### config.mk
export PLATFORM = sky130hd
export DESIGN_NAME = xstamp_capture
export DESIGN_NICKNAME = d
export VERILOG_FILES = /design/src/rtl/xstamp_capture.sv
export SDC_FILE = /design/constraint.sdc
export NUM_CORES = 1
export LEC_CHECK = 0
export ABC_AREA = 1
export BUFFER_PORTS_ARGS = -buffer_cell sky130_fd_sc_hd__buf_2
export CORE_ASPECT_RATIO = 1.2
export CORE_MARGIN = 2
export CORE_UTILIZATION = 40
export DETAILED_ROUTE_END_ITERATION = 10
export GPL_TIMING_DRIVEN = 0
export HOLD_SLACK_MARGIN = 0.02
export PLACE_DENSITY = 0.62
export REMOVE_ABC_BUFFERS = 1
export SYNTH_ARGS = -nofsm -noshare
export SYNTH_HDL_FRONTEND = slang
export SYNTH_SLANG_ARGS = --single-unit
export TNS_END_PERCENT = 1
### constraint.sdc
create_clock -name clk -period 6.69 [get_ports clk]
set_input_delay 0 -clock clk [delete_from_list [all_inputs] [get_ports clk]]
set_output_delay 0 -clock clk [all_outputs]
set_load 0.02 [all_outputs]
### src/rtl/xstamp_capture.sv
`timescale 1ns/1ps
module xstamp_capture #(
  parameter int NUM_STREAMS = 4,
  parameter int CYC_W = 9,
  parameter int GUARD_LO = 10,
  parameter int GUARD_HI = 489,
  parameter logic [63:0] SYS_START = 64'd0
) (
  input  logic clk,
  input  logic rst_n,
  input  logic [4:0] csr_addr,
  input  logic csr_wr,
  input  logic [31:0] csr_wdata,
  output logic [31:0] csr_rdata,
  input  logic [2*NUM_STREAMS-1:0] stream_run,
  output logic snap_done,
  output logic near_rollover
);
  localparam int IDX_W = $clog2(NUM_STREAMS);
  localparam int NCNT = 2 * NUM_STREAMS;
  localparam int FRAME_W = 32 - CYC_W;
  localparam logic [CYC_W-1:0] LAST_CYC = '1;
  localparam logic [CYC_W-1:0] CYC_ONE = 1;
  localparam logic [FRAME_W-1:0] FRM_ONE = 1;
  localparam logic [CYC_W-1:0] G_LO = CYC_W'(GUARD_LO);
  localparam logic [CYC_W-1:0] G_HI = CYC_W'(GUARD_HI);
  localparam logic [4:0] A_CTRL = 5'h00;
  localparam logic [4:0] A_WALL = 5'h04;
  localparam logic [4:0] A_SYSL = 5'h08;
  localparam logic [4:0] A_SYSH = 5'h0C;
  localparam logic [4:0] A_LOFF = 5'h14;
  localparam logic [4:0] A_LPL = 5'h18;
  localparam logic [4:0] A_LPH = 5'h1C;

  logic [CYC_W-1:0] cyc_q;
  logic [FRAME_W-1:0] frame_q;
  logic [63:0] sys_q;
  logic [NCNT*64-1:0] pos_flat;
  logic frame_end;
  logic busy, done_q;
  logic dir_q;
  logic [IDX_W-1:0] idx_q;
  logic [IDX_W:0] sel_full;
  logic [CYC_W-1:0] snap_cyc;
  logic [FRAME_W-1:0] snap_frame;
  logic [63:0] snap_sys, snap_pos;
  logic snap_bad;
  logic ctrl_wr, accept, ack;
  wire unused_wdata = ^csr_wdata;

  assign frame_end = (cyc_q == LAST_CYC);
  assign ctrl_wr = csr_wr && (csr_addr == A_CTRL);
  assign accept = ctrl_wr && csr_wdata[5] && !done_q && !busy;
  assign ack = ctrl_wr && csr_wdata[31];
  assign sel_full = {dir_q, idx_q};
  assign snap_done = done_q;
  assign near_rollover = done_q && snap_bad;

  always_ff @(posedge clk or negedge rst_n) begin
    if (!rst_n) begin
      cyc_q <= '0;
      frame_q <= '0;
      sys_q <= SYS_START;
    end else begin
      cyc_q <= frame_end ? '0 : cyc_q + CYC_ONE;
      if (frame_end) frame_q <= frame_q + FRM_ONE;
      sys_q <= sys_q + 64'd1;
    end
  end

  for (genvar g = 0; g < NCNT; g++) begin : g_link
    logic [63:0] pos_q;
    always_ff @(posedge clk or negedge rst_n) begin
      if (!rst_n) pos_q <= '0;
      else if (frame_end && stream_run[g]) pos_q <= pos_q + 64'd1;
    end
    assign pos_flat[g*64 +: 64] = pos_q;
  end

  always_ff @(posedge clk or negedge rst_n) begin
    if (!rst_n) begin
      busy <= 1'b0;
      done_q <= 1'b0;
      dir_q <= 1'b0;
      idx_q <= '0;
    end else begin
      busy <= accept;
      if (busy) done_q <= 1'b1;
      else if (ack) done_q <= 1'b0;
      if (ctrl_wr && !busy) begin
        dir_q <= csr_wdata[4];
        idx_q <= csr_wdata[IDX_W-1:0];
      end
    end
  end

  always_ff @(posedge clk or negedge rst_n) begin
    if (!rst_n) begin
      snap_cyc <= '0;
      snap_frame <= '0;
      snap_sys <= '0;
      snap_pos <= '0;
      snap_bad <= 1'b0;
    end else if (busy) begin
      snap_cyc <= cyc_q;
      snap_frame <= frame_q;
      snap_sys <= sys_q;
      snap_pos <= pos_flat[{sel_full, 6'd0} +: 64];
      snap_bad <= !((cyc_q > G_LO) && (cyc_q < G_HI));
    end
  end

  always_comb begin
    csr_rdata = '0;
    case (csr_addr)
      A_CTRL: begin
        csr_rdata[31] = done_q;
        csr_rdata[5] = busy;
        csr_rdata[4] = dir_q;
        csr_rdata[IDX_W-1:0] = idx_q;
      end
      A_WALL: csr_rdata = {snap_frame, snap_cyc};
      A_SYSL: csr_rdata = snap_sys[31:0];
      A_SYSH: csr_rdata = snap_sys[63:32];
      A_LOFF: csr_rdata = 32'(snap_cyc);
      A_LPL: csr_rdata = snap_pos[31:0];
      A_LPH: csr_rdata = snap_pos[63:32];
      default: csr_rdata = '0;
    endcase
  end


  wall_wrap_chk: assert property (@(posedge clk) disable iff (!rst_n)
    frame_end |=> (cyc_q == '0) && (frame_q == $past(frame_q) + FRM_ONE));


  done_delay_chk: assert property (@(posedge clk) disable iff (!rst_n)
    busy |=> done_q);


  done_origin_chk: assert property (@(posedge clk) disable iff (!rst_n)
    $rose(done_q) |-> $past(busy));


  same_edge_chk: assert property (@(posedge clk) disable iff (!rst_n)
    done_q |-> ({snap_frame, snap_cyc} == 32'(snap_sys - SYS_START)));


  no_retrigger_chk: assert property (@(posedge clk) disable iff (!rst_n)
    (done_q && ctrl_wr && csr_wdata[5]) |=> !busy);


  ack_clear_chk: assert property (@(posedge clk) disable iff (!rst_n)
    (done_q && ack) |=> !snap_done && !near_rollover);


  guard_window_chk: assert property (@(posedge clk) disable iff (!rst_n)
    near_rollover |-> snap_done && ((snap_cyc <= G_LO) || (snap_cyc >= G_HI)));


  snap_hold_chk: assert property (@(posedge clk) disable iff (!rst_n)
    (done_q && $past(done_q)) |-> ($stable(snap_sys) && $stable(snap_pos) && $stable(snap_cyc)));
endmodule

After elaboration in Yosys (flattened, before gate mapping). Cells that the tools add are included.

Output and inout bits: 34. Bits of input ports: 48. Register bits after elaboration: 774.

Reductions and logical operators: 22. Equality and inequality tests: 7. Multiplexer cells: 8. Add/subtract/negate cells: 11. Order comparisons: 2. Shift operators: 1.

Operator list (number): adder 64 x 1 -> 64 bit, second input constant (9); indexed part select 512 x 10 -> 64 bit (1); case mux 25 bit (6 select lines) (1); case mux 2 bit (6 select lines) (2); adder 23 x 1 -> 23 bit, second input constant (1); logical AND 1 bit (16); equality test 5 bit, second input constant (3); equality test 5 x 4 -> 1 bit, second input constant (2); case mux 2 bit (5 select lines) (1); adder 9 x 1 -> 9 bit, second input constant (1); equality test 9 bit, second input constant (1); greater-than comparator 9 x 4 -> 1 bit, second input constant (1); < comparator 9 bit, second input constant (1); 2-to-1 mux 9 bit (1); case mux 1 bit (6 select lines) (1); equality test 5 x 3 -> 1 bit, second input constant (1); zero test 5 bit (1); zero test 1 bit (3); 2-to-1 mux 1 bit (2); nonzero test 2 bit (1); OR reduction 2 bit (1).

Logic depth before layout (Yosys ltp).
Depth after elaboration: 5. Mapped depth: 19. Mapped depth without buffers: 18.

Worst setup path before layout. OpenSTA, ideal clock, no wires.

Kind: register to register. From: register cyc_q[1]. To: register g_link[7].pos_q[59]. Arrival: 2385 ps. Path slack: 4182 ps. Stages on the path, launching flop included: 19. Setup time: 123 ps. Path buffers: 1. Data required time: 6567 ps. Period minus slack after synthesis: 2508 ps. Path through: dfrtp_1 -> ha_1 -> nand2_1 -> nor2_1 -> inv_1 -> nor2_1 -> inv_1 -> nor3_1 -> ha_1 -> buf_8 -> nand2_4 -> clkinv_2 -> nand2_2 -> nor2_4 -> inv_2 -> nor2_4 -> nand2_1 -> o21ai_0 -> nand2_1.

Longest elaborated chain between the ends: 2.

RTL lines: start, declared (line 35) `logic [CYC_W-1:0] cyc_q;`; start signal, assigned (line 65) `cyc_q <= frame_end ? '0 : cyc_q + CYC_ONE;`; equality test 9 bit (line 51) `assign frame_end = (cyc_q == LAST_CYC);`; logical AND 1 bit (line 75) `else if (frame_end && stream_run[g]) pos_q <= pos_q + 64'd1;`; end signal, assigned (line 75); end, declared (line 72) `logic [63:0] pos_q;`.

No other way between the ends. A chain may end at the register's enable or synchronous reset.

Worst setup path in the final report.
From: register cyc_q[1]. To: register g_link[0].pos_q[53].

Longest elaborated chain between the ends: 2.

RTL lines (line): equality test 9 bit (51); logical AND 1 bit (75); end signal, assigned (75); end, declared (72).

No other way between the ends.

==> summary.md <==
| Metric | Value |
|---|---|
| Kind of critical path | register to register |
| Avg Cell Area, Syn | 7.22 µm² |
| Max VDD drop | 0.000191 V |
| Final-report setup violation count | 0 |
| Die ar. | 118,000 µm² |
| Nets | 6,485 |
| Post-CTS sizing | 0 |
| Highest Signal Layer | met5 |
| Final Util | 45.0% |
| Gp weighted congestion | 1.01 |
| Post-synth EDFFs | 0 |
| Switching portion of total power | 29.0% |
| Total CTS buffers | 89 |
| Tcrit/Tclk final | 62.3% |
| Status | complete, no violations |
| Worst slew margin | 8.39% |
| CTS Hold Bufs | 24 |
| Met3 WL | 9.31 mm |
| P_leak | 23.3 nW |
| Internal Power | 0.00805 W |
| Via-to-Cell Ratio | 5.29 |
| Placed cells | 7,827 |
| Final Instance Count excl. Fillers | 8,010 |
| Remaining DRCs | 0 |
| Total Routing Usage GR | 27.5% |
| Antenna cells | 0 |
| DRT Pass-1 Iters | 6 |
| Predominant post-synthesis flop cell | dfrtp_1 |
| Element type at the critical path end | register |
| Pwr/cell area | 220 nW/µm² |
| Clock share of power | 45.5% |
| Max Buffers Root-to-Sink | 3 |
| Clock sinks | 774 |
| Grt ovf | 0 |
| Seq pwr share | 42.5% |
| Minimum clock period | 4170 ps |
| DR WL met2 | 75.4 mm |
| Initial antenna violation count | 2 |
| Arr. time, crit path | 4720 ps |
| Max Slew Vio Count | 0 |
| Chip Width | 314 µm |
| Cell area after synthesis | 46,100 µm² |
| R2R Setup Slk | 2520 ps |
| Final hold violations | 0 |
| Worst-case hold slack | 92.8 ps |
| Leading area contributor after synthesis | dfrtp_1 |
| Ports | 82 |
| TritonCTS clock tree | yes |
| Comb pwr share | 12.0% |
| Skew-Pair Late Insertion Delay | 710 ps |
| Largest net degree at the start of global routing | 119 |
| Synth warn | 0 |
| Worst setup SP type | register |
| Critical path's slowest cell | ha_4 |
| Hold crit path type | primary input to register |
| Drt total wl | 163 mm |
| Max-Cap Viols | 0 |
| H-tree levels | 3 |
| First-pass GRT wire length | 247 mm |
| Vias in the first global route | 41.3k |
| Post-synthesis async set-or-reset flop share | 100% |
| Crit-path max FO | 21 |
| Core Footprint | 115,000 µm² |
| Worst-Margin Slew | 1370 ps |
| Clk slew on worst S/H paths | 60 ps |
| WL per Instance | 20.3 µm |
| Fmax | 0.240 GHz |
| Post-synthesis cell type count | 49 |
| Most frequent CP cell | nand2_1 |
| Synth top area cells | dfrtp_1 42%, nand2_1 14%, nor2_1 7.1%, inv_1 6.6%, xor2_1 6.3% |
| DP Wirelength | 127 mm |
| Root buf cell | clkbuf_16 |
| Final ANT Viol Nets | 0 |
| Initial Util | 40.3% |
| Layout filler cell count | 11.7k |
| Postcts setup bufs | 0 |
| Layout cell share with drive strength beyond 1 | 5.25% |
| Sw power | 0.00329 W |
| Yosys top cell area share | 42.0% |
| Die Y | 376 µm |
| Unrepaired setup endpoints after global routing | false |
| Vias | 42.4k |
| Required time of the critical path | 7240 ps |
| Syn Inst Count | 6,389 |
| #FFs+latches synth | 774 |
| DRT iter0 DRCs | 3,853 |
| Row count | 136 |
| Synthesis-to-layout area growth | 11.8% |
| Wl on met1 | 66.9 mm |
| Port bufs | 54 |
| CP max stage delay | 710 ps |
| Critical path, cell by cell | ha_1, nand2_1, nor2_1, inv_1, nor2_1, inv_1, nor3_1, ha_4, nand2_4, inv_1, nand2_1, nor2_1, nand2_1, nor2_2, nand2_1, xnor2_1 |
| Seq/Total Area, Yosys | 42.0% |
| Final Skew | 42.2 ps |
==> metal layers <==
metal / GRT usage (%) / up-vias
li1: - / 20500
met3: 3.43 / 346
met2: 44.7 / 1305
met5: 0 / -
met4: 17.1 / 4
met1: 34.8 / 20200
==> power groups by stage <==
| stage | sequential [W] | clock [W] | combinational, W |
|---|---|---|---|
| floorplan | 0.00499 | 0 | 0.000507 |
| global placement | 0.00508 | 0 | 0.00117 |
| detailed placement | 0.00490 | 0 | 0.00131 |
| CTS | 0.00481 | 0.00524 | 0.00133 |
| global route | 0.00482 | 0.00542 | 0.00141 |
| finish | 0.00482 | 0.00516 | 0.00136 |
==> layout make-up <==
type                    count  area, µm²  area share, %
well taps                1518       1900           3.69
inverters                 823       3100           6.01
repair buffers            100       1120           2.17
multi-input cells        4636      23000           44.6
flip-flops and latches    774      19400           37.6
clock inverters            29        428          0.830
clock buffers             130       2610           5.07
==> cells in the mapped netlist (4+ instances only) <==
cell type,count
nor4_1,8
o221ai_1,17
nor3b_1,17
buf_1,17
nor2_2,45
a21oi_1,146
inv_1,809
xor2_1,331
nand2_4,7
nand4_1,177
nor2_4,15
o22ai_1,27
nand2_1,1665
nor3_2,9
o21ai_0,334
nor2b_1,4
inv_2,10
nand2_2,11
buf_2,38
clkbuf_1,95
nand3_1,473
dfrtp_1,774
mux2i_1,4
o211ai_1,133
ha_1,13
nand3b_1,32
nor2_1,867
xnor2_1,104
nor3_1,157
and2_1,13
==> worst max-delay path, delay by kind of cell (launching register included) <==
kind	cells	cell delay, ps
AND/OR/NAND/NOR	10	1680
flip-flops	1	450
adder cells (fa/ha/maj)	2	930
XOR/XNOR	1	130
buffers and inverters	3	770
==> state kept, by name, summed over array words and instances (netlist names), 2 cells and up <==
name and flops:
snap_cyc 9, frame_q 23, g_link.pos_q 512, snap_sys 64
snap_frame 23, idx_q 2, sys_q 64, cyc_q 9
snap_pos 64
==> path summary, 6_finish.rpt <==
path	start	end	depth (start not counted)
min in group asynchronous	rst_n	g_link[5].pos_q[56]	4
min	csr_wr	busy	4
min reg2reg	g_link[7].pos_q[61]	g_link[7].pos_q[61]	2
max in group asynchronous	rst_n	frame_q[20]	6
max reg2reg	cyc_q[1]	g_link[0].pos_q[53]	16
max	cyc_q[1]	g_link[0].pos_q[53]	16
==> cells by family after synthesis <==
| logic type | synth area share [%] |
|---|---|
| AND/OR/NAND/NOR | 32.9 |
| buffers and inverters | 8.16 |
| flip-flops | 42.0 |
| AO/OA/AOI/OAI | 8.23 |
| XOR/XNOR | 8.26 |
| adder cells (fa/ha/maj) | 0.353 |
| multiplexers | 0.111 |
==> stage by stage <==
step | setup WS, ps | total power, W | setup TNS, ps | area, µm²
floorplan | -5020 | 0.00549 | -161930 | 45400
global placement | -12090 | 0.00626 | - | 47600
detailed placement | 2580 | 0.00621 | 0 | 48200
CTS | 2510 | 0.0114 | 0 | 51500
global route | 2260 | 0.0116 | 0 | 51500
finish | 2520 | 0.0113 | 0 | 51500
==> cell usage in the layout, fill, tap and decap left out, types with 4 or more instances in the layout <==
master         instances
nor2_4                15
nand3_1              472
nor3_1               157
buf_2                 53
nor3b_1               17
nor2_2                46
nand2_2               11
inv_1                807
nand3_2                4
buf_16                20
bufinv_16              7
xnor2_1              104
ha_1                  12
dlygate4sd3_1         23
o22ai_1               27
inv_2                 11
nand2_1             1665
nor2_1               866
o221ai_1              17
and2_1                13
xor2_1               331
nand4_1              177
o211ai_1             133
clkbuf_8              23
clkbuf_1              18
dfrtp_1              770
clkinv_2              16
nand3b_1              32
nor2b_1                4
a21oi_1              146
nand2_4                7
nor4_1                 8
mux2i_1                4
nor3_2                 9
o21ai_0              334
dfrtp_4                4
clkbuf_16             89
(Power assumes the default switching activity.)
